`src/rtl/pei_pkg.sv`:
```
package pei_pkg;

  localparam int unsigned MODE_W = 2;

  // bit 0 selects rising, bit 1 selects falling
  typedef enum logic [MODE_W-1:0] {
    EDGE_OFF  = 2'b00,
    EDGE_RISE = 2'b01,
    EDGE_FALL = 2'b10,
    EDGE_BOTH = 2'b11
  } edge_mode_e;

endpackage

```
`src/rtl/pei_sync.sv`:
```
module pei_sync #(
  parameter int unsigned NUM_PINS    = 8,
  parameter int unsigned SYNC_STAGES = 2
) (
  input  logic                clk,
  input  logic                rst_n,
  input  logic [NUM_PINS-1:0] pin_i,
  output logic [NUM_PINS-1:0] smp_cur_o,
  output logic [NUM_PINS-1:0] smp_prev_o,
  output logic                armed_o
);

  localparam int unsigned WARM_W = SYNC_STAGES + 1;

  logic [SYNC_STAGES-1:0][NUM_PINS-1:0] stg_q, stg_d;
  logic [NUM_PINS-1:0]                  prev_q, prev_d;
  logic [WARM_W-1:0]                    warm_q, warm_d;
  logic                                 warm_en;

  // next state
  always_comb begin
    stg_d[0] = pin_i;
    for (int s = 1; s < SYNC_STAGES; s++) begin
      stg_d[s] = stg_q[s-1];
    end
    prev_d  = stg_q[SYNC_STAGES-1];
    warm_en = ~warm_q[WARM_W-1];
    warm_d  = {warm_q[WARM_W-2:0], 1'b1};
  end

  // registers
  always_ff @(posedge clk or negedge rst_n) begin
    if (!rst_n) begin
      stg_q  <= '0;
      prev_q <= '0;
    end else begin
      stg_q  <= stg_d;
      prev_q <= prev_d;
    end
  end

  always_ff @(posedge clk or negedge rst_n) begin
    if (!rst_n) begin
      warm_q <= '0;
    end else if (warm_en) begin
      warm_q <= warm_d;
    end
  end

  assign smp_cur_o  = stg_q[SYNC_STAGES-1];
  assign smp_prev_o = prev_q;
  assign armed_o    = warm_q[WARM_W-1];

endmodule

```
`src/rtl/pei_detect.sv`:
```
module pei_detect
  import pei_pkg::*;
#(
  parameter int unsigned NUM_PINS = 8,
  localparam int unsigned MODE_BITS = NUM_PINS * MODE_W
) (
  input  logic [NUM_PINS-1:0]  smp_cur_i,
  input  logic [NUM_PINS-1:0]  smp_prev_i,
  input  logic                 armed_i,
  input  logic [MODE_BITS-1:0] mode_i,
  output logic [NUM_PINS-1:0]  ev_o
);

  for (genvar i = 0; i < NUM_PINS; i++) begin : g_pin
    edge_mode_e sel;
    logic       rise, fall, hit;

    assign sel  = edge_mode_e'(mode_i[i*MODE_W +: MODE_W]);
    assign rise =  smp_cur_i[i] & ~smp_prev_i[i];
    assign fall = ~smp_cur_i[i] &  smp_prev_i[i];

    always_comb begin
      unique case (sel)
        EDGE_OFF:  hit = 1'b0;
        EDGE_RISE: hit = rise;
        EDGE_FALL: hit = fall;
        EDGE_BOTH: hit = rise | fall;
        default:   hit = 1'b0;
      endcase
    end

    assign ev_o[i] = armed_i & hit;
  end

endmodule

```
`src/rtl/pei_status.sv`:
```
module pei_status #(
  parameter int unsigned NUM_PINS = 8
) (
  input  logic                clk,
  input  logic                rst_n,
  input  logic [NUM_PINS-1:0] ev_i,
  input  logic                rd_i,
  output logic [NUM_PINS-1:0] status_o,
  output logic                irq_o
);

  logic [NUM_PINS-1:0] status_q, status_d;
  logic                irq_q, irq_d;
  logic                upd_en;

  // next state: a clearing read loses to a same-cycle event
  always_comb begin
    status_d = (rd_i ? '0 : status_q) | ev_i;
    irq_d    = |status_d;
    upd_en   = rd_i | (|ev_i);
  end

  always_ff @(posedge clk or negedge rst_n) begin
    if (!rst_n) begin
      status_q <= '0;
      irq_q    <= 1'b0;
    end else if (upd_en) begin
      status_q <= status_d;
      irq_q    <= irq_d;
    end
  end

  assign status_o = status_q;
  assign irq_o    = irq_q;

  // a read with no event empties the register
  a_r7_read_clears: assert property (@(posedge clk) disable iff (!rst_n)
    (rd_i && ev_i == '0) |=> (status_q == '0));

  // an event is recorded even when a read closes the same cycle
  a_r8_event_kept: assert property (@(posedge clk) disable iff (!rst_n)
    (ev_i != '0) |=> ((status_q & $past(ev_i)) == $past(ev_i)));

  // without a read no bit is ever dropped
  a_r9_sticky: assert property (@(posedge clk) disable iff (!rst_n)
    !rd_i |=> ((status_q & $past(status_q)) == $past(status_q)));

  // request flop tracks the OR of the status flops
  a_r9_irq_or: assert property (@(posedge clk) disable iff (!rst_n)
    irq_q == (status_q != '0));

endmodule

```
`src/rtl/port_edge_irq.sv`:
```
module port_edge_irq
  import pei_pkg::*;
#(
  parameter int unsigned NUM_PINS    = 8,
  parameter int unsigned SYNC_STAGES = 2,
  localparam int unsigned MODE_BITS  = NUM_PINS * MODE_W
) (
  input  logic                 clk,
  input  logic                 rst_n,
  input  logic [NUM_PINS-1:0]  pin_i,
  input  logic [MODE_BITS-1:0] mode_i,
  input  logic                 status_rd_i,
  output logic [NUM_PINS-1:0]  status_o,
  output logic                 irq_o
);

  logic [NUM_PINS-1:0] smp_cur, smp_prev, ev;
  logic                armed;

  pei_sync #(
    .NUM_PINS   (NUM_PINS),
    .SYNC_STAGES(SYNC_STAGES)
  ) i_sync (
    .clk       (clk),
    .rst_n     (rst_n),
    .pin_i     (pin_i),
    .smp_cur_o (smp_cur),
    .smp_prev_o(smp_prev),
    .armed_o   (armed)
  );

  pei_detect #(
    .NUM_PINS(NUM_PINS)
  ) i_detect (
    .smp_cur_i (smp_cur),
    .smp_prev_i(smp_prev),
    .armed_i   (armed),
    .mode_i    (mode_i),
    .ev_o      (ev)
  );

  pei_status #(
    .NUM_PINS(NUM_PINS)
  ) i_status (
    .clk     (clk),
    .rst_n   (rst_n),
    .ev_i    (ev),
    .rd_i    (status_rd_i),
    .status_o(status_o),
    .irq_o   (irq_o)
  );

  // no event while both samples agree, whatever the mode
  a_r11_steady_quiet: assert property (@(posedge clk) disable iff (!rst_n)
    (smp_cur == smp_prev) |-> (ev == '0));

  // nothing fires before the sample pipeline is full
  a_r12_warmup_quiet: assert property (@(posedge clk) disable iff (!rst_n)
    !armed |=> (status_o == '0));

endmodule

```
`config.mk`:
```
export PLATFORM = sky130hd
export DESIGN_NAME = port_edge_irq
export DESIGN_NICKNAME = d
export VERILOG_FILES = /design/src/rtl/pei_pkg.sv /design/src/rtl/pei_sync.sv /design/src/rtl/pei_detect.sv /design/src/rtl/pei_status.sv /design/src/rtl/port_edge_irq.sv
export SDC_FILE = /design/constraint.sdc
export NUM_CORES = 1
export LEC_CHECK = 0
export BUFFER_PORTS_ARGS = -buffer_cell sky130_fd_sc_hd__buf_2
export CORE_ASPECT_RATIO = 0.6
export CORE_MARGIN = 5
export CORE_UTILIZATION = 56
export DETAILED_ROUTE_END_ITERATION = 7
export PLACE_DENSITY = 0.82
export SYNTH_ARGS = -nofsm -noshare
export SYNTH_HDL_FRONTEND = slang
export SYNTH_SLANG_ARGS = --single-unit
```
`constraint.sdc`:
```
create_clock -name clk -period 2.2 [get_ports clk]
set_input_delay 0.11 -clock clk [delete_from_list [all_inputs] [get_ports clk]]
set_output_delay 0.11 -clock clk [all_outputs]
set_load 0.02 [all_outputs]
```
# [Yosys cells after proc, flatten, opt, wreduce, memory -nomap -nowiden]
# Cells that the tools add are included.
[classes] n_reduce_logical=10 mux=10 div=0 n_lt_le_gt_ge=0 bitwise_logic=50 shift=0 add_sub_neg=0 multipliers=0 eq_ne=24
[ops] operator="$eq A2 B2 Y1 const B" n=16
[ops] operator="$pmux W1 S4" n=8
[ops] operator="$and A1 B1 Y1" n=24
[ops] operator="$eq A2 B1 Y1 const B" n=8
[ops] operator="$logic_not A2 Y1" n=8
[ops] operator="$not A1 Y1" n=16
[ops] operator="$reduce_or A8 Y1" n=2
[ops] operator="$or A1 B1 Y1" n=9
[ops] operator="$mux W8" n=1
[ops] operator="$or A8 B8 Y8" n=1
[ops] operator="$mux W3" n=1
[word_totals] word_cells=101 ramBits=0 regBits=36 latchBits=0 output_inout_bits=9 romBits=0 n_memories=0 inputBits=27

# [Logic depth before layout (Yosys ltp)]
# Gate-level depths: netlist of the first run.
[depth] ltp_word=7 depth_mapped=6 ltp_nobuf=6

# [Hierarchy]
# Synthesis of the first run repeated with hierarchy kept, for this count alone.
[hier_totals] hier_cells=117 hier_area_um2=1497.7
[modules_own_cells] mod="pei_sync" cells_per_inst=30 instances=1 area_per_inst_um2=703.2 seq_area_each_um2=675.6
[modules_own_cells] mod="pei_detect" cells_per_inst=65 instances=1 area_per_inst_um2=474.2 seq_area_each_um2=0.0
[modules_own_cells] mod="pei_status" cells_per_inst=22 instances=1 area_per_inst_um2=320.3 seq_area_each_um2=225.2

# [Worst setup path before layout of the first run]
# OpenSTA, ideal clock, no wires.
[synth_path] path_kind="reg2reg" from="register i_sync.stg_q (netlist bit i_sync.smp_cur_o[6])" to="register i_status.irq_q, in the netlist i_status.irq_o" slack_ns=0.792 stages_incl_launch_ff=6 t_required_ns=2.062 path_buffers=0 synth_period_minus_slack_ns=1.408 arrival_time_ns=1.271 setup_ns=0.138 cell_sequence="dfrtp_1 -> ha_1 -> nand2b_1 -> a21boi_0 -> a2111oi_2 -> nand4_1"
[synth_via] elab_chain_cells=7 word_cells_on_any_way=10 cone_classes="1 x mux; 7 x bitwise; 2 x reduce/logical"
[synth_lines] element="start: declaration" line="pei_sync.sv:15" text="logic [SYNC_STAGES-1:0][NUM_PINS-1:0] stg_q, stg_d;"
[synth_lines] element="start signal: assignment" line="pei_sync.sv:37" text="stg_q <= stg_d;"
[synth_lines] element="$not A1 Y1" line="pei_detect.sv:20" text="assign fall = ~smp_cur_i[i] & smp_prev_i[i];"
[synth_lines] element="$and A1 B1 Y1" line="pei_detect.sv:20"
[synth_lines] element="$or A1 B1 Y1" line="pei_detect.sv:27" text="EDGE_BOTH: hit = rise | fall;"
[synth_lines] element="$pmux W1 S4 (*)" line="pei_detect.sv:23" text="unique case (sel)"
[synth_lines] element="$and A1 B1 Y1 (*)" line="pei_detect.sv:32" text="assign ev_o[i] = armed_i & hit;"
[synth_lines] element="$or A8 B8 Y8 or $reduce_or A8 Y1 (tied branches)" line="pei_status.sv:18, pei_status.sv:20"
[synth_lines] element="$reduce_or A8 Y1 or $or A1 B1 Y1 (tied branches)" line="pei_status.sv:19, pei_status.sv:20"
[synth_lines] element="end signal: assignment" line="pei_status.sv:29" text="irq_q <= irq_d;"
[synth_lines] element="end: declaration" line="pei_status.sv:13" text="logic irq_q, irq_d;"
# Every way passes the cells marked *; elsewhere a longest branch is shown, timed or not.
# A chain may end at the register's enable or synchronous reset.

# [Worst setup path in the final report of the first run]
[layout_path] from="register i_sync.prev_q[6], in the netlist i_sync.smp_prev_o[6]" to="register i_status.irq_q, in the netlist i_status.irq_o"
[layout_via] elab_chain_cells=7 word_cells_on_any_way=10 cone_classes="1 x mux; 7 x bitwise; 2 x reduce/logical"
[layout_lines] element="start: declaration" line="pei_sync.sv:16" text="logic [NUM_PINS-1:0] prev_q, prev_d;"
[layout_lines] element="start signal: assignment" line="pei_sync.sv:38" text="prev_q <= prev_d;"
[layout_lines] element="$not A1 Y1" line="pei_detect.sv:19" text="assign rise = smp_cur_i[i] & ~smp_prev_i[i];"
[layout_lines] element="$and A1 B1 Y1" line="pei_detect.sv:19"
[layout_lines] element="$or A1 B1 Y1" line="pei_detect.sv:27"
[layout_lines] element="$pmux W1 S4 (*)" line="pei_detect.sv:23"
[layout_lines] element="$and A1 B1 Y1 (*)" line="pei_detect.sv:32"
[layout_lines] element="$or A8 B8 Y8 or $reduce_or A8 Y1 (tied branches)" line="pei_status.sv:18, pei_status.sv:20"
[layout_lines] element="$reduce_or A8 Y1 or $or A1 B1 Y1 (tied branches)" line="pei_status.sv:19, pei_status.sv:20"
# Marked as above.

==> run summary, run 1 <==
Status: finished clean
Worst-Skew Late Latency: 0.28 ns
Post-CTS Resized: 0
DP HPWL: 2.10 mm
# IOs: 36
Die Height: 50.4 um
Final Instance Area: 1920 um2
Req. time, crit path: 2.35 ns
Pwr per Cell Area: 719 nW/um2
Worst rel slew slack: 0.488
Root Driver: clkbuf_8
CP Class: flop to flop
Storage element area: 901 um2
Yosys reg bits: 36
Residual DRC: 0
Fraction of layout cells with a size suffix above 1: 0.269
Core Region: 2560 um2
Die ar.: 3900 um2
Hold crit path type: input port to flop
DRT iter0 DRCs: 71
Final setup vio count: 0
# Post-CTS Setup Buffers: 0
Dpl ws: 0.700 ns
Total gr overflow: 0
Synth Flop Type: dfrtp_1
Worst slew pin tran: 0.767 ns
Hold Crit Start: status_rd_i
Post-synth ARST share: 1.00
Yosys warning total: 0
Clock tree from TritonCTS: yes
H-Tree Depth: 2
Final min period: 1.52 ns
Vias in the first global route: 1147
Top-count cell post-synth: dfrtp_1
Pleak: 0.998 nW
Synth area leaders: dfrtp_1, ha_1, inv_1
Final TNS setup: 0 ns
RSZ-0062 raised after global routing: false
Flop-to-flop setup slack: 0.68 ns
Non-filler cells, final: 207
Hold Path Depth: 2
DP Area: 1740 um2
R2R cell count: 6
Crit end category: flop
Synth cell count leaders: dfrtp_1, inv_1, ha_1
Max-slew violation count: 0
Antenna violation net count after detailed routing: 0
Total Routing Usage GR: 0.164
Distinct cells, synth: 28
VDD IR max: 0.463 mV
Hold Vio Cnt, Final: 0
Hold Slack: 0.0518 ns
Global-route wire length before repair: 4.99 mm
Detailed-route via count: 1056
DRT Pass-1 Iters: 4
Share of the synthesized area in the top cell type: 0.590
Crit path arrival time: 1.67 ns
Post-Place Cells: 190
RR Endpoint: i_status.irq_o$_DFFE_PN0P_
Die Width: 77.4 um
Via-per-instance ratio: 5.10
Leading area contributor after synthesis: dfrtp_1
Final worst slack: 0.678 ns
Max Cap Viol: 0
R2R Path Start: i_sync.smp_prev_o[6]$_DFF_PN0_
Num rows: 14
Setup Skew: 0.00192 ns
Worst Hold Path EP: i_status.status_o[5]$_DFFE_PN0P_
Cts bufs inserted: 5
EDFF count, synth: 0
Initial antenna violation count: 0
Port Buf Inserts: 35
Filler instances: 166
Mapped Cells: 123
Routed WL per cell: 14.1 um
Synthesized area: 1530 um2
Top fanout value on the critical path: 2
ANT cells: 0
Startpoint Class: flop
Nets: 217
Largest net degree at the start of global routing: 37
Starting Density: 0.597
Post-Syn Nets: 166
Clk pin slew, worst setup/hold paths: 0.07 ns
Routed WL: 2.92 mm
CTS max path bufs: 2
Final worst-path cycle share: 0.692
Register area share after synthesis: 0.590
Multi-input gate area: 543 um2
Peak Freq: 657 MHz
Mean post-synth cell area: 12.4 um2
Sink Count: 36
Area grow syn2layout: 25.9%
Final GP Congestion: 0.697
==> what timing repair did <==
action	in CTS	in global routing
hold buffers	9	0
hold endpoints to repair	44	0
setup endpoints to repair	0	0
==> cell type report <==
cell class,count,area share
clock buffers,8,0.0469
inverters,22,0.0430
multi-input cells,65,0.283
flip-flops and latches,36,0.469
well taps,32,0.0208
repair buffers,44,0.138
==> worst max-delay path, cell delays in order, from the launching register on <==
cell	delay, ns
dfrtp_1	0.37
inv_1	0.05
ha_1	0.26
nand2b_1	0.09
a21boi_0	0.12
a2111oi_2	0.36
nand4_1	0.13
==> cells by family (layout without fill, tap and decap cells) <==
kind of cell / after synthesis / after routing / synth area share
adders and majority gates: 16 / 16 / 0.131
and+or+nand+nor: 23 / 23 / 0.0885
AOI/OAI and AO/OA: 23 / 23 / 0.116
DFF: 36 / 36 / 0.590
muxes: 3 / 3 / 0.0205
buffers and inverters: 22 / 74 / 0.0541
==> registers in the layout (all words and copies together) (netlist names) <==
| name | count |
|---|---|
| i_status.status_o | 8 |
| i_sync.smp_cur_o | 8 |
| i_sync.smp_prev_o | 8 |
| i_sync.stg_d | 8 |
| i_sync.warm_q | 3 |
| i_status.irq_o | 1 |
==> metal layers <==
metal	vias to the layer above	GRT usage	share of wire
li1	507	-	-
met1	522	0.184	0.41
met4	0	0.0657	0.013
met5	-	0	0
met2	23	0.292	0.53
met3	4	0.0536	0.049
==> cell usage in the layout, fill, tap and decap left out, types with 3 or more instances in the layout <==
cell,count
dlygate4sd3_1,9
buf_2,35
nor2_1,3
dfrtp_1,36
clkbuf_8,6
a21o_1,4
inv_1,21
nand2b_1,9
a311oi_1,3
a21oi_1,6
ha_1,16
==> worst max path at each step <==
stage	start	to	slack [ns]	cells past startpoint
floorplan	i_sync.smp_cur_o[6]$_DFF_PN0_	i_status.irq_o$_DFFE_PN0P_	0.79	5
global placement	i_sync.smp_cur_o[6]$_DFF_PN0_	i_status.irq_o$_DFFE_PN0P_	0.73	5
detailed placement	i_sync.smp_prev_o[6]$_DFF_PN0_	i_status.irq_o$_DFFE_PN0P_	0.70	6
CTS	i_sync.smp_prev_o[6]$_DFF_PN0_	i_status.irq_o$_DFFE_PN0P_	0.68	6
global route	i_sync.smp_prev_o[7]$_DFF_PN0_	i_status.irq_o$_DFFE_PN0P_	0.54	6
finish	i_sync.smp_prev_o[6]$_DFF_PN0_	i_status.irq_o$_DFFE_PN0P_	0.68	6
==> where the power goes <==
group          leakage (nW)  switching [mW]  internal, mW  total (mW)
combinational         0.545          0.0976        0.0818       0.179
clock                0.0455           0.222         0.255       0.477
sequential            0.407          0.0231         0.703       0.726
==> metrics by stage <==
step	utilization	power (mW)
3_3_place_gp	0.681	0.892
3_5_place_dp	0.681	0.906
2_1_floorplan	-	0.823
6_report	0.751	1.38
5_1_grt	0.751	1.45
4_1_cts	0.751	1.40
No activity file was read; power rests on OpenSTA's default activity.
==> run 2: changes to the inputs <==
- CORE_UTILIZATION: 56 -> 52
- PLACE_DENSITY: 0.82 -> 0.77
- clock period: 2.2 -> 1.56 ns (I/O delays scaled with it)
==> run 2 against run 1 <==
Against the previous run: utilization decreased by 6.4 points; setup slack worse by 0.58 ns; routed wire length fell by 2.5%; flip-flop and latch count unchanged; critical endpoint unchanged; largest power group unchanged; clock power is 40% higher; sequential power up 40%; global-route usage is 0.46 points lower; combinational power up 42%; power rose by 41%; non-clock buffer count rose by 1; die area is 6.4% higher; critical path depth is the same.
==> run summary, run 2 (synthesis gave the netlist of run 1 again) <==
Final min period: 1.46 ns (-0.0627 ns)
DP Area: 1760 um2 (+1.1%)
Hold Vio Cnt, Final: 0 (unchanged)
Critical Path Max Stage Delay: 0.36 ns (about the same)
Initial antenna violation count: 0 (unchanged)
Sink Count: 36 (unchanged)
WP buf/inv: 1 (unchanged)
Post-layout util: 0.687 (-0.0641)
Core Region: 2830 um2 (+11%)
Die ar.: 4150 um2 (+6.4%)
Largest net degree at the start of global routing: 37 (unchanged)
Commonest non-fill, non-tap cell in the layout: dfrtp_1
Setup Skew: 0.00284 ns (+0.000916 ns)
Worst rel slew slack: 0.702 (+0.214)
Hold crit path type: input port to flop
Design Power: 1.94 mW (+41%)
Final worst slack: 0.100 ns (-0.577 ns)
Most frequent cells in the layout: dfrtp_1, buf_2, inv_1
Detailed-route via count: 1048 (-0.76%)
Worst slew pin tran: 0.447 ns (-0.320 ns)
Clk pin slew, worst setup/hold paths: 0.07 ns (about the same)
Filler instances: 208 (+25%)
DRT iter0 DRCs: 50 (-30%)
Port Buf Inserts: 35 (unchanged)
Pwr per Cell Area: 998 nW/um2 (+39%)
DP HPWL: 2.17 mm (+3.2%)
DRT Pass-1 Iters: 4 (unchanged)
Final Instance Area: 1950 um2 (+1.4%)
Crit path arrival time: 1.62 ns (-0.05 ns)
Antenna violation net count after detailed routing: 0 (unchanged)
Peak Freq: 685 MHz (+4.3%)
CP cell instances: inv_1 > ha_1 > nand2b_1 > a21boi_1 > a2111oi_2 > nand4_1
H-Tree Depth: 2 (unchanged)
ANT cells: 0 (unchanged)
RSZ-0062 raised after global routing: false
Num rows: 15 (+1)
Final TNS setup: 0 ns (unchanged)
CP Class: flop to flop
Via-per-instance ratio: 4.81 (-5.8%)
Final worst-path cycle share: 0.936 (+0.244)
Routed WL: 2.85 mm (-2.5%)
Delay-heaviest family, CP: compound AO/OA/AOI/OAI gates
Max Cap Viol: 0 (unchanged)
Area grow syn2layout: 27.6%
Final GP Congestion: 0.729 (+4.5%)
Routed WL per cell: 13.1 um (-7.4%)
VDD IR max: 0.640 mV (+38%)
Max-slew violation count: 0 (unchanged)
Global-route wire length before repair: 4.91 mm (-1.7%)
Slowest-stage cell, CP: dfrtp_1
Total gr overflow: 0 (unchanged)
CTS max path bufs: 2 (unchanged)
Req. time, crit path: 1.72 ns (-0.63 ns)
Die Width: 79.9 um (+3.3%)
Fraction of layout cells with a size suffix above 1: 0.278 (+0.00984)
Final setup vio count: 0 (unchanged)
Startpoint Class: flop
Clock tree from TritonCTS: yes
Worst-Skew Late Latency: 0.28 ns (about the same)
Top fanout value on the critical path: 2 (unchanged)
Root Driver: clkbuf_8
Non-filler cells, final: 218 (+5.3%)
Post-Place Cells: 201 (+5.8%)
Vias in the first global route: 1132 (-1.3%)
Nets: 218 (+0.46%)
# IOs: 36 (unchanged)
Residual DRC: 0 (unchanged)
Status: finished clean
Total Routing Usage GR: 0.159 (-0.00457)
Hold Slack: 0.0241 ns (-0.0277 ns)
Die Height: 52.0 um (+3.0%)
Crit end category: flop
Pleak: 1.00 nW (+0.69%)
Cts bufs inserted: 5 (unchanged)
Dpl ws: -0.00762 ns (-0.708 ns)
Starting Density: 0.539 (-0.0582)
run 2: layer usage:
| metal | global-route usage | share of wire | vias up | wire length, um |
|---|---|---|---|---|
| li1 | - | - | 509 | - |
| met1 | 0.195 | 0.43 | 501 | 1230 |
| met2 | 0.260 | 0.48 | 32 | 1360 |
| met3 | 0.0709 | 0.071 | 6 | 201 |
| met4 | 0.0393 | 0.019 | 0 | 55 |
| met5 | 0 | 0 | - | 0 |
run 2: repair_timing:
action                                  CTS  global route
buffers inserted                          0             0
pin swaps                                 1             1
endpoints found under the hold margin    44             0
endpoints found under the setup margin    1             1
hold buffers                              9             0
cloned                                    0             0
resized for setup                         0             2
run 2: where the power goes:
group          switching (mW)  internal (mW)
registers              0.0315          0.991
logic                   0.137          0.118
clock network           0.307          0.360
total                   0.475           1.47
run 2: worst register-to-register path: cells and delay by family, from the launching register on:
family,cells,cell delay (ns)
AOI/OAI and AO/OA,2,0.41
buffers and inverters,1,0.05
DFF,1,0.36
and+or+nand+nor,2,0.24
adders and majority gates,1,0.26
run 2: layout make-up:
type | count | area [um2] | area share
Multi-Input combinational cell | 65 | 549 | 0.282
Sequential cell | 36 | 901 | 0.462
Inverter | 22 | 82.6 | 0.0424
Timing Repair Buffer | 45 | 273 | 0.140
Tap cell | 42 | 52.6 | 0.0270
Clock buffer | 8 | 90.1 | 0.0462
run 2: final timing paths:
| check | from | to | slack [ns] | cells after the start |
|---|---|---|---|---|
| min in group asynchronous | rst_n | i_sync.smp_cur_o[4]$_DFF_PN0_ | 0.38 | 3 |
| hold reg to reg | i_sync.stg_d[11]$_DFF_PN0_ | i_sync.smp_cur_o[3]$_DFF_PN0_ | 0.35 | 0 |
| setup reg to reg | i_sync.smp_prev_o[6]$_DFF_PN0_ | i_status.irq_o$_DFFE_PN0P_ | 0.10 | 6 |
| hold / removal | status_rd_i | i_status.status_o[4]$_DFFE_PN0P_ | 0.02 | 2 |
| max in group asynchronous | rst_n | i_sync.stg_d[10]$_DFF_PN0_ | 0.86 | 3 |
| setup / recovery | i_sync.smp_prev_o[6]$_DFF_PN0_ | i_status.irq_o$_DFFE_PN0P_ | 0.10 | 6 |
